==> src/rtl/dbg_seq_pkg.sv <==
`timescale 1ns/1ps
package dbg_seq_pkg;
  typedef enum logic [1:0] {SQ_IDLE, SQ_PEND, SQ_ACK, SQ_DATA} sq_state_e;
  localparam logic [2:0] STS_OK   = 3'b000;
  localparam logic [2:0] STS_DROP = 3'b001;
  localparam logic [2:0] STS_BUSY = 3'b100;
endpackage

==> src/rtl/dbg_cmd_rx.sv <==
`timescale 1ns/1ps
module dbg_cmd_rx #(
  parameter int CODE_W = 8,
  parameter int ADDR_W = 24,
  parameter logic [CODE_W-1:0] RD_CODE = 8'hE0
) (
  input  logic              clk,
  input  logic              rst_n,
  input  logic              en,
  input  logic              bit_vld,
  input  logic              bit_in,
  output logic              cmd_vld,
  output logic [ADDR_W-1:0] cmd_addr
);
  localparam int TOT  = CODE_W + ADDR_W;
  localparam int CNTW = $clog2(TOT + 1);
  localparam logic [CNTW-1:0] CODE_LAST = CNTW'(CODE_W - 1);
  localparam logic [CNTW-1:0] ALL_LAST  = CNTW'(TOT - 1);

  logic [CNTW-1:0]   cnt_q, cnt_d;
  logic [ADDR_W-2:0] sr_q, sr_d;
  logic [ADDR_W-1:0] sr_nx;
  logic              vld_q, vld_d;
  logic [ADDR_W-1:0] addr_q, addr_d;

  assign sr_nx = {sr_q, bit_in};

  always_comb begin
    cnt_d  = cnt_q;
    sr_d   = sr_q;
    vld_d  = 1'b0;
    addr_d = addr_q;
    if (!en) begin
      cnt_d = '0;
    end else if (bit_vld) begin
      sr_d = sr_nx[ADDR_W-2:0];
      if (cnt_q == CODE_LAST && sr_nx[CODE_W-1:0] != RD_CODE) begin
        cnt_d = '0;
      end else if (cnt_q == ALL_LAST) begin
        cnt_d  = '0;
        vld_d  = 1'b1;
        addr_d = sr_nx;
      end else begin
        cnt_d = cnt_q + 1'b1;
      end
    end
  end

  always_ff @(posedge clk or negedge rst_n) begin
    if (!rst_n) begin
      cnt_q  <= '0;
      sr_q   <= '0;
      vld_q  <= 1'b0;
      addr_q <= '0;
    end else begin
      cnt_q  <= cnt_d;
      sr_q   <= sr_d;
      vld_q  <= vld_d;
      addr_q <= addr_d;
    end
  end

  assign cmd_vld  = vld_q;
  assign cmd_addr = addr_q;

  AST_CMD_PULSE: assert property (@(posedge clk) disable iff (!rst_n)
    cmd_vld |=> !cmd_vld);
endmodule

==> src/rtl/dbg_ack_gen.sv <==
`timescale 1ns/1ps
module dbg_ack_gen #(
  parameter int LOW_CYC = 16
) (
  input  logic clk,
  input  logic rst_n,
  input  logic start,
  output logic oe,
  output logic lvl,
  output logic done
);
  localparam int CW = $clog2(LOW_CYC + 1);
  localparam logic [CW-1:0] LAST = CW'(LOW_CYC);

  logic          act_q, act_d;
  logic [CW-1:0] cnt_q, cnt_d;

  always_comb begin
    act_d = act_q;
    cnt_d = cnt_q;
    if (start) begin
      act_d = 1'b1;
      cnt_d = '0;
    end else if (act_q) begin
      if (cnt_q == LAST) begin
        act_d = 1'b0;
        cnt_d = '0;
      end else begin
        cnt_d = cnt_q + 1'b1;
      end
    end
  end

  always_ff @(posedge clk or negedge rst_n) begin
    if (!rst_n) begin
      act_q <= 1'b0;
      cnt_q <= '0;
    end else begin
      act_q <= act_d;
      cnt_q <= cnt_d;
    end
  end

  assign oe   = act_q;
  assign lvl  = act_q && (cnt_q == LAST);
  assign done = act_q && (cnt_q == LAST);

  AST_ACK_RELEASE: assert property (@(posedge clk) disable iff (!rst_n)
    (oe && lvl && !start) |=> !oe);
  AST_ACK_STARTS_LOW: assert property (@(posedge clk) disable iff (!rst_n)
    start |=> (oe && !lvl));
endmodule

==> src/rtl/dbg_data_tx.sv <==
`timescale 1ns/1ps
module dbg_data_tx #(
  parameter int W = 8
) (
  input  logic         clk,
  input  logic         rst_n,
  input  logic         en,
  input  logic         req,
  input  logic [W-1:0] data,
  output logic         bit_o,
  output logic         bit_vld,
  output logic         last
);
  localparam int IW = $clog2(W);
  localparam logic [IW-1:0] TOP = IW'(W - 1);

  logic [IW-1:0] idx_q, idx_d;
  logic          bit_q, bit_d;
  logic          vld_q, vld_d;

  assign last = en && req && (idx_q == TOP);

  always_comb begin
    idx_d = idx_q;
    bit_d = bit_q;
    vld_d = 1'b0;
    if (!en) begin
      idx_d = '0;
    end else if (req) begin
      bit_d = data[TOP - idx_q];
      vld_d = 1'b1;
      idx_d = last ? '0 : idx_q + 1'b1;
    end
  end

  always_ff @(posedge clk or negedge rst_n) begin
    if (!rst_n) begin
      idx_q <= '0;
      bit_q <= 1'b0;
      vld_q <= 1'b0;
    end else begin
      idx_q <= idx_d;
      bit_q <= bit_d;
      vld_q <= vld_d;
    end
  end

  assign bit_o   = bit_q;
  assign bit_vld = vld_q;

  AST_TX_ONLY_ENABLED: assert property (@(posedge clk) disable iff (!rst_n)
    (!en || !req) |=> !bit_vld);
endmodule

==> src/rtl/dbg_rd_seq.sv <==
`timescale 1ns/1ps
module dbg_rd_seq
  import dbg_seq_pkg::*;
#(
  parameter int CODE_W  = 8,
  parameter int ADDR_W  = 24,
  parameter int DATA_W  = 8,
  parameter int ACK_LOW = 16,
  parameter logic [CODE_W-1:0] RD_CODE = 8'hE0
) (
  input  logic              clk,
  input  logic              rst_n,
  input  logic              rx_bit_vld,
  input  logic              rx_bit,
  input  logic              tx_req,
  output logic              tx_bit,
  output logic              tx_bit_vld,
  output logic              line_oe,
  output logic              line_out,
  input  logic              stop_mode,
  output logic              mem_req,
  output logic [ADDR_W-1:0] mem_addr,
  input  logic              mem_done,
  input  logic [DATA_W-1:0] mem_rdata,
  output logic [2:0]        cmd_status
);
  logic [1:0] rs_q;
  logic       rst_sn;

  always_ff @(posedge clk or negedge rst_n) begin
    if (!rst_n) rs_q <= 2'b00;
    else        rs_q <= {rs_q[0], 1'b1};
  end
  assign rst_sn = rs_q[1];

  sq_state_e         st_q, st_d;
  logic [ADDR_W-1:0] addr_q, addr_d;
  logic [DATA_W-1:0] rd_q, rd_d;
  logic [2:0]        sts_q, sts_d;
  logic              ack_start, ack_done, tx_last;
  logic              cmd_vld;
  logic [ADDR_W-1:0] cmd_addr;

  dbg_cmd_rx #(.CODE_W(CODE_W), .ADDR_W(ADDR_W), .RD_CODE(RD_CODE)) u_rx (
    .clk(clk), .rst_n(rst_sn), .en(st_q == SQ_IDLE),
    .bit_vld(rx_bit_vld), .bit_in(rx_bit),
    .cmd_vld(cmd_vld), .cmd_addr(cmd_addr)
  );

  dbg_ack_gen #(.LOW_CYC(ACK_LOW)) u_ack (
    .clk(clk), .rst_n(rst_sn), .start(ack_start),
    .oe(line_oe), .lvl(line_out), .done(ack_done)
  );

  dbg_data_tx #(.W(DATA_W)) u_tx (
    .clk(clk), .rst_n(rst_sn), .en(st_q == SQ_DATA), .req(tx_req),
    .data(rd_q), .bit_o(tx_bit), .bit_vld(tx_bit_vld), .last(tx_last)
  );

  always_comb begin
    st_d      = st_q;
    addr_d    = addr_q;
    rd_d      = rd_q;
    sts_d     = sts_q;
    ack_start = 1'b0;
    case (st_q)
      SQ_IDLE: if (cmd_vld) begin
        st_d   = SQ_PEND;
        addr_d = cmd_addr;
        sts_d  = STS_BUSY;
      end
      SQ_PEND: if (stop_mode) begin
        st_d  = SQ_IDLE;
        sts_d = STS_DROP;
      end else if (mem_done) begin
        st_d      = SQ_ACK;
        rd_d      = mem_rdata;
        sts_d     = STS_OK;
        ack_start = 1'b1;
      end
      SQ_ACK:  if (ack_done) st_d = SQ_DATA;
      SQ_DATA: if (tx_last)  st_d = SQ_IDLE;
      default: st_d = SQ_IDLE;
    endcase
  end

  always_ff @(posedge clk or negedge rst_sn) begin
    if (!rst_sn) begin
      st_q   <= SQ_IDLE;
      addr_q <= '0;
      rd_q   <= '0;
      sts_q  <= STS_OK;
    end else begin
      st_q   <= st_d;
      addr_q <= addr_d;
      rd_q   <= rd_d;
      sts_q  <= sts_d;
    end
  end

  assign mem_req    = (st_q == SQ_PEND);
  assign mem_addr   = addr_q;
  assign cmd_status = sts_q;

  AST_REQ_HOLD: assert property (@(posedge clk) disable iff (!rst_sn)
    (mem_req && !mem_done && !stop_mode) |=> mem_req);
  AST_REQ_RELEASE: assert property (@(posedge clk) disable iff (!rst_sn)
    (mem_req && mem_done) |=> !mem_req);
  AST_STOP_DISCARD: assert property (@(posedge clk) disable iff (!rst_sn)
    (mem_req && stop_mode) |=> (!mem_req && !line_oe && cmd_status == STS_DROP));
  AST_NO_DRIVE_PEND: assert property (@(posedge clk) disable iff (!rst_sn)
    mem_req |-> !line_oe);
  AST_BUSY_CODE: assert property (@(posedge clk) disable iff (!rst_sn)
    mem_req |-> (cmd_status == STS_BUSY));
  AST_ADDR_STABLE: assert property (@(posedge clk) disable iff (!rst_sn)
    (mem_req && !mem_done && !stop_mode) |=> $stable(mem_addr));
  AST_OK_AFTER_DONE: assert property (@(posedge clk) disable iff (!rst_sn)
    (mem_req && mem_done && !stop_mode) |=> (cmd_status == STS_OK));
  AST_TX_AFTER_ACK: assert property (@(posedge clk) disable iff (!rst_sn)
    tx_bit_vld |-> !line_oe);
endmodule

==> config.mk <==
export PLATFORM = sky130hd
export DESIGN_NAME = dbg_rd_seq
export DESIGN_NICKNAME = d
export VERILOG_FILES = /design/src/rtl/dbg_seq_pkg.sv /design/src/rtl/dbg_cmd_rx.sv /design/src/rtl/dbg_ack_gen.sv /design/src/rtl/dbg_data_tx.sv /design/src/rtl/dbg_rd_seq.sv
export SDC_FILE = /design/constraint.sdc
export NUM_CORES = 1
export LEC_CHECK = 0
export ABC_AREA = 0
export BUFFER_PORTS_ARGS = -buffer_cell sky130_fd_sc_hd__buf_4
export CAP_MARGIN = 20
export CORE_MARGIN = 10
export CORE_UTILIZATION = 30
export DETAILED_ROUTE_END_ITERATION = 7
export GPL_TIMING_DRIVEN = 0
export MAX_ROUTING_LAYER = met4
export PLACE_DENSITY_LB_ADDON = 0.1
export SYNTH_ARGS = -nofsm -noshare
export SYNTH_HDL_FRONTEND = slang
export SYNTH_HIERARCHICAL = 1
export SYNTH_SLANG_ARGS = --single-unit
==> constraint.sdc <==
create_clock -name clk -period 3.1 [get_ports clk]
set_input_delay 0 -clock clk [delete_from_list [all_inputs] [get_ports clk]]
set_output_delay 0 -clock clk [all_outputs]
set_load 0.02 [all_outputs]
==> results.md, run 1 <==
* Async S/R FF share, synth at 100%
* Starting Density at 30.4%
* Seq cells post-synth at 103
* Post-CTS setup buffers at 0
* RSZ-0062 raised after global routing: false
* Cell row count at 44
* Pre-CTS setup slack at 0.935 ns
* Setup TNS Final at 0 ns
* RR Startpoint: st_q[0]$_DFFE_PN0P_
* Final hold slack at 0.0200 ns
* Register area share after synthesis at 58.8%
* Worst Setup SP: st_q[0]$_DFFE_PN0P_
* Largest family of logic cells by synthesized area: multiplexers
* Layout cells sized above 1 at 44.7%
* Critical path class: reg2reg
* Post-Place Cell Area at 4980 µm²
* Routed length per instance at 14.7 µm
* Crit-path max FO at 10
* Compound-Gate Fraction of Synth Area at 3.17%
* DIE WIDTH at 141 µm
* Pre-antenna DRT Iters at 3
* Synth Warn # at 6
* Die footprint at 19800 µm²
* Slew margin rel. at 52.7%
* Initial DRC Count at 172
* First-pass GRT wire length at 13900 µm
* Root buffer cell: clkbuf_16
* CORE AREA at 14400 µm²
* Routability cong. at 0.763
* Synth Area in Simple Gates at 7.45%
* Post-synth cell types at 53
* Adder-cell share of the synthesized area at 1.43%
* WP data required at 3.33 ns
* Die height at 141 µm
* Largest net degree at the start of global routing at 52
* Clk_lat worst skew at 0.35 ns
* Outcome: finished, final reports clean
* Least-Margin Pin Slew at 0.710 ns
* Max Cap Viol at 0
* Vias per inst at 4.45
* Crit path arrival time at 2.33 ns
* Fill count at 1372
* CTS tree: yes
* Buffer levels on the longest clock path at 2
* Max-slew violations at 0
* IO Count at 47
* CTS Buf Count at 9
* Final period util at 67.9%
* Cell Pwr Density at 597 nW/µm²
* Routed Antenna Nets at 0
* Syn_area_per_cell at 14.9 µm²
* Clock-pin slew on the worst setup and hold paths at 0.07 ns
* Vias at 2451
* Fmax at 475 MHz
* Synth Area in XOR/XNOR at 0.400%
* Worst vdd ir at 252 µV
* Worst setup EP type: flop
* Final worst slack at 0.997 ns
* H-tree levels at 3
* Gr usage total at 8.94%
* Final Hold Fails at 0
* Ys flop type: dfrtp_1
* Worst clock skew at 0.00993 ns
* Total Wirelength at 8110 µm
* Initial antenna violation count at 0
* Nets@finish at 383
* Post-route cell area at 5400 µm²
* Hold path startpoint: stop_mode
* Post-synthesis mux area share at 24.9%
* Leakage at 0.00259 µW
* Cells after Synth at 294
* Post-synth EDFFs at 0
* Num Clock Sinks at 103
* Cell Area, Synth at 4380 µm²
* Startpoint Class: flop
* GRT Residual Overflow at 0
* Hpwl dp at 5480 µm
* Syn-to-layout area delta at 23.2%
* Net Count, Synth at 314
* Diode count at 0
* Final setup viols at 0
* Post-layout min period at 2.10 ns
* DRC at 0
* Port Buf Inserts at 45
* Number of global-route vias before repair at 2696
* Class of the worst hold path: in2reg
flip-flops by register name, summed over array words and instances (netlist names), named ones only:
name and cells:
u_rx/sr_q 23, u_rx/cmd_vld 1, rd_q 8, u_rx/cmd_addr 24
u_tx/bit_vld 1, st_q 1, u_tx/idx_q 3, u_rx/cnt_q 6
u_tx/bit_o 1, u_ack/cnt_q 5, mem_addr 24, rs_q 2
cmd_status 2, u_ack/oe 1
worst max-delay path, cell delays in order (launching register included):
cell and delay, ns:
dfrtp_1 0.45, nor2_2 0.21, nand2_1 0.16, nor4_4 0.57, buf_6 0.24, mux2_2 0.34
power by group:
part	internal (µW)	switching, µW
clock network	649	512
logic	225	136
registers	1530	169
total	2410	817
cell type report:
| cell class | count | area [µm²] | share of cell area, % |
|---|---|---|---|
| Inverter | 7 | 26.3 | 0.487 |
| Multi-Input combinational cell | 170 | 1640 | 30.5 |
| Clock inverter | 4 | 55.1 | 1.02 |
| Sequential cell | 103 | 2580 | 47.8 |
| Timing Repair Buffer | 58 | 485 | 8.99 |
| Buffer | 14 | 134 | 2.48 |
| Clock buffer | 11 | 243 | 4.50 |
| Tap cell | 184 | 230 | 4.26 |
final timing paths:
kind                            slack, ns                             to  depth (start not counted)
max in group asynchronous            2.03       mem_addr[20]$_DFFE_PN0P_                          1
worst max-delay path                  1.0  u_rx/cmd_addr[21]$_DFFE_PN0P_                          5
min in group asynchronous            0.38      u_rx/cnt_q[2]$_DFFE_PN0P_                          0
worst max register to register        1.0  u_rx/cmd_addr[21]$_DFFE_PN0P_                          5
worst min register to register       0.35              rs_q[1]$_DFF_PN0_                          0
worst min-delay path                 0.02      cmd_status[0]$_DFFE_PN0P_                          4
what timing repair did:
action	4_1_cts	5_1_grt
hold buffers	12	0
hold endpoints to repair	15	0
gates resized for setup	0	0
synthesized netlist by cell type, types with 2 or more instances:
cell type | instances | area [µm²]
a21o_1 | 3 | 22.5
and2_1 | 3 | 18.8
and3b_1 | 2 | 17.5
buf_12 | 2 | 40.0
buf_2 | 2 | 10.0
buf_4 | 4 | 30.0
buf_6 | 4 | 45.0
conb_1 | 2 | 7.51
dfrtp_1 | 103 | 2580
ha_1 | 5 | 62.6
inv_1 | 7 | 26.3
mux2_2 | 61 | 687
mux2_4 | 19 | 285
mux2i_1 | 7 | 70.1
nand2_1 | 13 | 48.8
nand3_1 | 3 | 15.0
nand4_1 | 2 | 12.5
nor2_1 | 8 | 30.0
nor2b_1 | 4 | 25.0
nor3_1 | 2 | 10.0
o21ai_0 | 4 | 20.0
o41ai_1 | 2 | 17.5
xnor2_1 | 2 | 17.5
metrics by stage:
step	std cells	power, µW	util (%)
after floorplan	294	1960	-
after global placement	523	2070	34.3
after detailed placement	524	2090	34.5
after CTS	551	3280	37.4
after global routing	551	3400	37.4
final	551	3230	37.4
routing by layer:
| layer | vias to the layer above | track usage [%] | part of all wire, % | wire (µm) |
|---|---|---|---|---|
| li1 | 1182 | - | - | - |
| met1 | 1227 | 11.0 | 48 | 3890 |
| met2 | 28 | 13.3 | 46 | 3750 |
| met3 | 14 | 2.28 | 3.6 | 296 |
| met4 | 0 | 4.78 | 2.2 | 181 |
| met5 | - | - | 0 | 0 |
placed cells by master, fill, tap and decap left out, types with 2 or more instances in the layout:
cell type        n
nor3_1           2
and2_1           3
xnor2_1          2
buf_12           2
buf_4           49
buf_2            2
conb_1           2
mux2_2          61
ha_1             5
clkbuf_16        9
nand4_1          2
and3b_1          2
dlygate4sd3_1   12
a21o_1           3
nor2b_1          4
o21ai_0          4
mux2i_1          7
nand3_1          3
mux2_4          19
nor2_1           8
o41ai_1          2
dfrtp_1        102
inv_1            7
nand2_1         13
buf_6            4
cell families after synthesis:
kind of cell | Yosys count
AO/OA/AOI/OAI | 18
XOR/XNOR | 2
adder cells (fa/ha/maj) | 5
buffers and inverters | 21
flip-flops | 103
multiplexers | 89
other | 2
AND/OR/NAND/NOR | 54
Note: power is estimated with default switching activity, not from simulation.
==> run 2: changes to the inputs <==
==> constraint.sdc (replaced) <==
create_clock -name clk -period 1.95 [get_ports clk]
set_input_delay 0 -clock clk [delete_from_list [all_inputs] [get_ports clk]]
set_output_delay 0 -clock clk [all_outputs]
set_load 0.02 [all_outputs]
==> results.md, run 2 (synthesis results as in run 1) <==
* Outcome: finished, final reports clean
* Final period util at 93.5% (+26 points)
* Layout cells sized above 1 at 45.0% (+0.33 points)
* Total Wirelength at 8240 µm (+1.6%)
* Clk_lat worst skew at 0.35 ns (about the same)
* H-tree levels at 3 (unchanged)
* Least-Margin Pin Slew at 0.667 ns (-0.0432 ns)
* Buf/Inv on CP at 2 (+1)
* Root buffer cell: clkbuf_16
* Commonest non-fill, non-tap cell in the layout: dfrtp_1
* Family with the most delay on the worst path: simple AND/OR/NAND/NOR gates
* Routed Antenna Nets at 0 (unchanged)
* GRT Residual Overflow at 0 (unchanged)
* Pre-antenna DRT Iters at 4 (+1)
* Post-route cell area at 5420 µm² (+0.46%)
* Vias per inst at 4.43 (-0.52%)
* Worst setup EP type: flop
* Sequential share of power at 52.7% (about the same)
* Hold path startpoint: stop_mode
* Cell row count at 44 (unchanged)
* Combinational share of power at 11.3% (about the same)
* Min-Delay Endpoint: cmd_status[0]$_DFFE_PN0P_
* Met1 wire length at 3910 µm (+0.64%)
* Worst vdd ir at 422 µV (+67%)
* Routability cong. at 0.781 (+2.4%)
* Fmax at 549 MHz (+15%)
* Met2 wire length at 3860 µm (+3.2%)
* Leakage at 0.00260 µW (+0.52%)
* Most frequent cells in the layout: 102 x dfrtp_1, 61 x mux2_2, 52 x buf_4
* Final hold slack at 0.0147 ns (-0.00524 ns)
* Final worst slack at 0.127 ns (-0.870 ns)
* Critical path class: reg2reg
* Vias at 2456 (+0.20%)
* Fraction of power spent switching nets at 25.2% (-0.081 points)
* CORE AREA at 14400 µm² (unchanged)
* Worst clock skew at 0.00800 ns (-0.00192 ns)
* RR Startpoint: st_q[0]$_DFFE_PN0P_
* Setup TNS Final at 0 ns (unchanged)
* WL met3 at 280 µm (-5.4%)
* Port Buf Inserts at 45 (unchanged)
* Cell Pwr Density at 946 nW/µm² (+58%)
* Die height at 141 µm (unchanged)
* Buffer levels on the longest clock path at 2 (unchanged)
* Crit-path max FO at 10 (unchanged)
* Worst r2r dst: u_rx/cmd_addr[17]$_DFFE_PN0P_
* Clock power share at 36.0% (about the same)
* Routed length per instance at 14.8 µm (+0.85%)
* Hold Path Stages at 4 (unchanged)
* Starting Density at 30.4% (unchanged)
* Final Hold Fails at 0 (unchanged)
* Post-layout min period at 1.82 ns (-0.280 ns)
* Max Cap Viol at 0 (unchanged)
* Die footprint at 19800 µm² (unchanged)
* Num Clock Sinks at 103 (unchanged)
* Post-Place Cell Area at 4980 µm² (unchanged)
* Nets@finish at 386 (+0.78%)
* Top Layer Used: met4
* RSZ-0062 raised after global routing: false
* Slew margin rel. at 55.5% (+2.9 points)
* Diode count at 0 (unchanged)
* Fill count at 1436 (+4.7%)
* Final setup viols at 0 (unchanged)
* Largest net degree at the start of global routing at 56 (+7.7%)
* CTS tree: yes
* DIE WIDTH at 141 µm (unchanged)
* Clock-pin slew on the worst setup and hold paths at 0.07 ns (about the same)
* DRC at 0 (unchanged)
* Multi-input gate area at 1640 µm² (unchanged)
* Pint at 3840 µW (+59%)
* Worst path cell trace: nor2_2, nand2_1, nor4_4, buf_4, buf_6, mux2_2
* Post-CTS resize count at 0 (unchanged)
* Crit-path slowest cell: dfrtp_1
* Pre-CTS setup slack at -0.205 ns (-1.14 ns)
* Syn-to-layout area delta at 23.8%
* Reg2reg setup slack at 0.13 ns (-0.87 ns)
* Class of the worst hold path: in2reg
* IO Count at 47 (unchanged)
* Startpoint Class: flop
* Hpwl dp at 5480 µm (-0.16%)
* Worst Reg-to-Reg Cells at 6 (+1)
* First-pass GRT wire length at 14000 µm (+0.64%)
* Max-slew violations at 0 (unchanged)
* Gr usage total at 9.00% (+0.061 points)
* Initial DRC Count at 128 (-26%)
* Crit path largest cell delay at 0.45 ns (-0.12 ns)
* Storage cell area at 2580 µm² (unchanged)
* WP data required at 2.18 ns (-1.15 ns)
* Crit path arrival time at 2.06 ns (-0.27 ns)
* Psw at 1300 µW (+59%)
* Initial antenna violation count at 0 (unchanged)
* CTS Buf Count at 9 (unchanged)
* Number of global-route vias before repair at 2730 (+1.3%)
[run 2: changes by cell type in the layout (fill, tap and decap cells not counted), sizes merged]
cell      before  now
buf           59   62
clkinv         1    0
clkbuf        12   13
clkinvlp       1    2
[run 2: repair_timing]
action                                  in CTS  in global routing
hold buffers                                12                  0
setup buffers                                3                  0
endpoints found under the setup margin      24                  0
endpoints found under the hold margin       14                  0
[run 2: layout make-up]
cell class              instances  share of cell area, %
flip-flops and latches        103                   47.6
inverters                       7                  0.484
well taps                     184                   4.24
clock inverters                 4                  0.992
clock buffers                  12                   4.54
plain buffers                  14                   2.47
multi-input cells             170                   30.3
repair buffers                 61                   9.37
[run 2: worst min-delay path: stages]
cell     delay, ns
buf_4         0.09
and2b_1       0.11
o21ai_0       0.07
nand2_1       0.06
[run 2: layer usage]
metal  up-vias  global-route usage, %
met2        33                   13.3
met1      1225                   11.0
li1       1186                      -
met5         -                      -
met3        12                   2.32
met4         0                   4.89
[run 2: metrics by stage]
stage / instances / power (µW) / utilization (%)
CTS: 555 / 5230 / 37.6
detailed placement: 524 / 3330 / 34.5
global placement: 523 / 3290 / 34.3
floorplan: 294 / 3120 / -
finish: 555 / 5130 / 37.6
global route: 555 / 5420 / 37.6
[run 2: power by group through the flow]
stage                     clock network, µW  registers, µW  logic, µW
after CTS                              1920           2720        591
after detailed placement                  0           2760        569
after floorplan                           0           2680        441
after global routing                   2000           2770        660
final                                  1850           2710        579
after global placement                    0           2770        520
[run 2: how the worst max path moves through the flow]
stage	startpoint	cells past startpoint	endpoint	slack, ns
finish	st_q[0]$_DFFE_PN0P_	6	u_rx/cmd_addr[17]$_DFFE_PN0P_	0.13
global route	st_q[0]$_DFFE_PN0P_	7	u_ack/cnt_q[4]$_DFFE_PN0P_	0.001
CTS	st_q[0]$_DFFE_PN0P_	6	u_rx/cmd_addr[14]$_DFFE_PN0P_	0.09
detailed placement	st_q[0]$_DFFE_PN0P_	5	u_rx/cmd_addr[14]$_DFFE_PN0P_	-0.21
global placement	rs_q[1]$_DFF_PN0_	0	mem_addr[17]$_DFFE_PN0P_	-0.57
floorplan	st_q[0]$_DFFE_PN0P_	5	u_rx/cmd_addr[10]$_DFFE_PN0P_	0.17
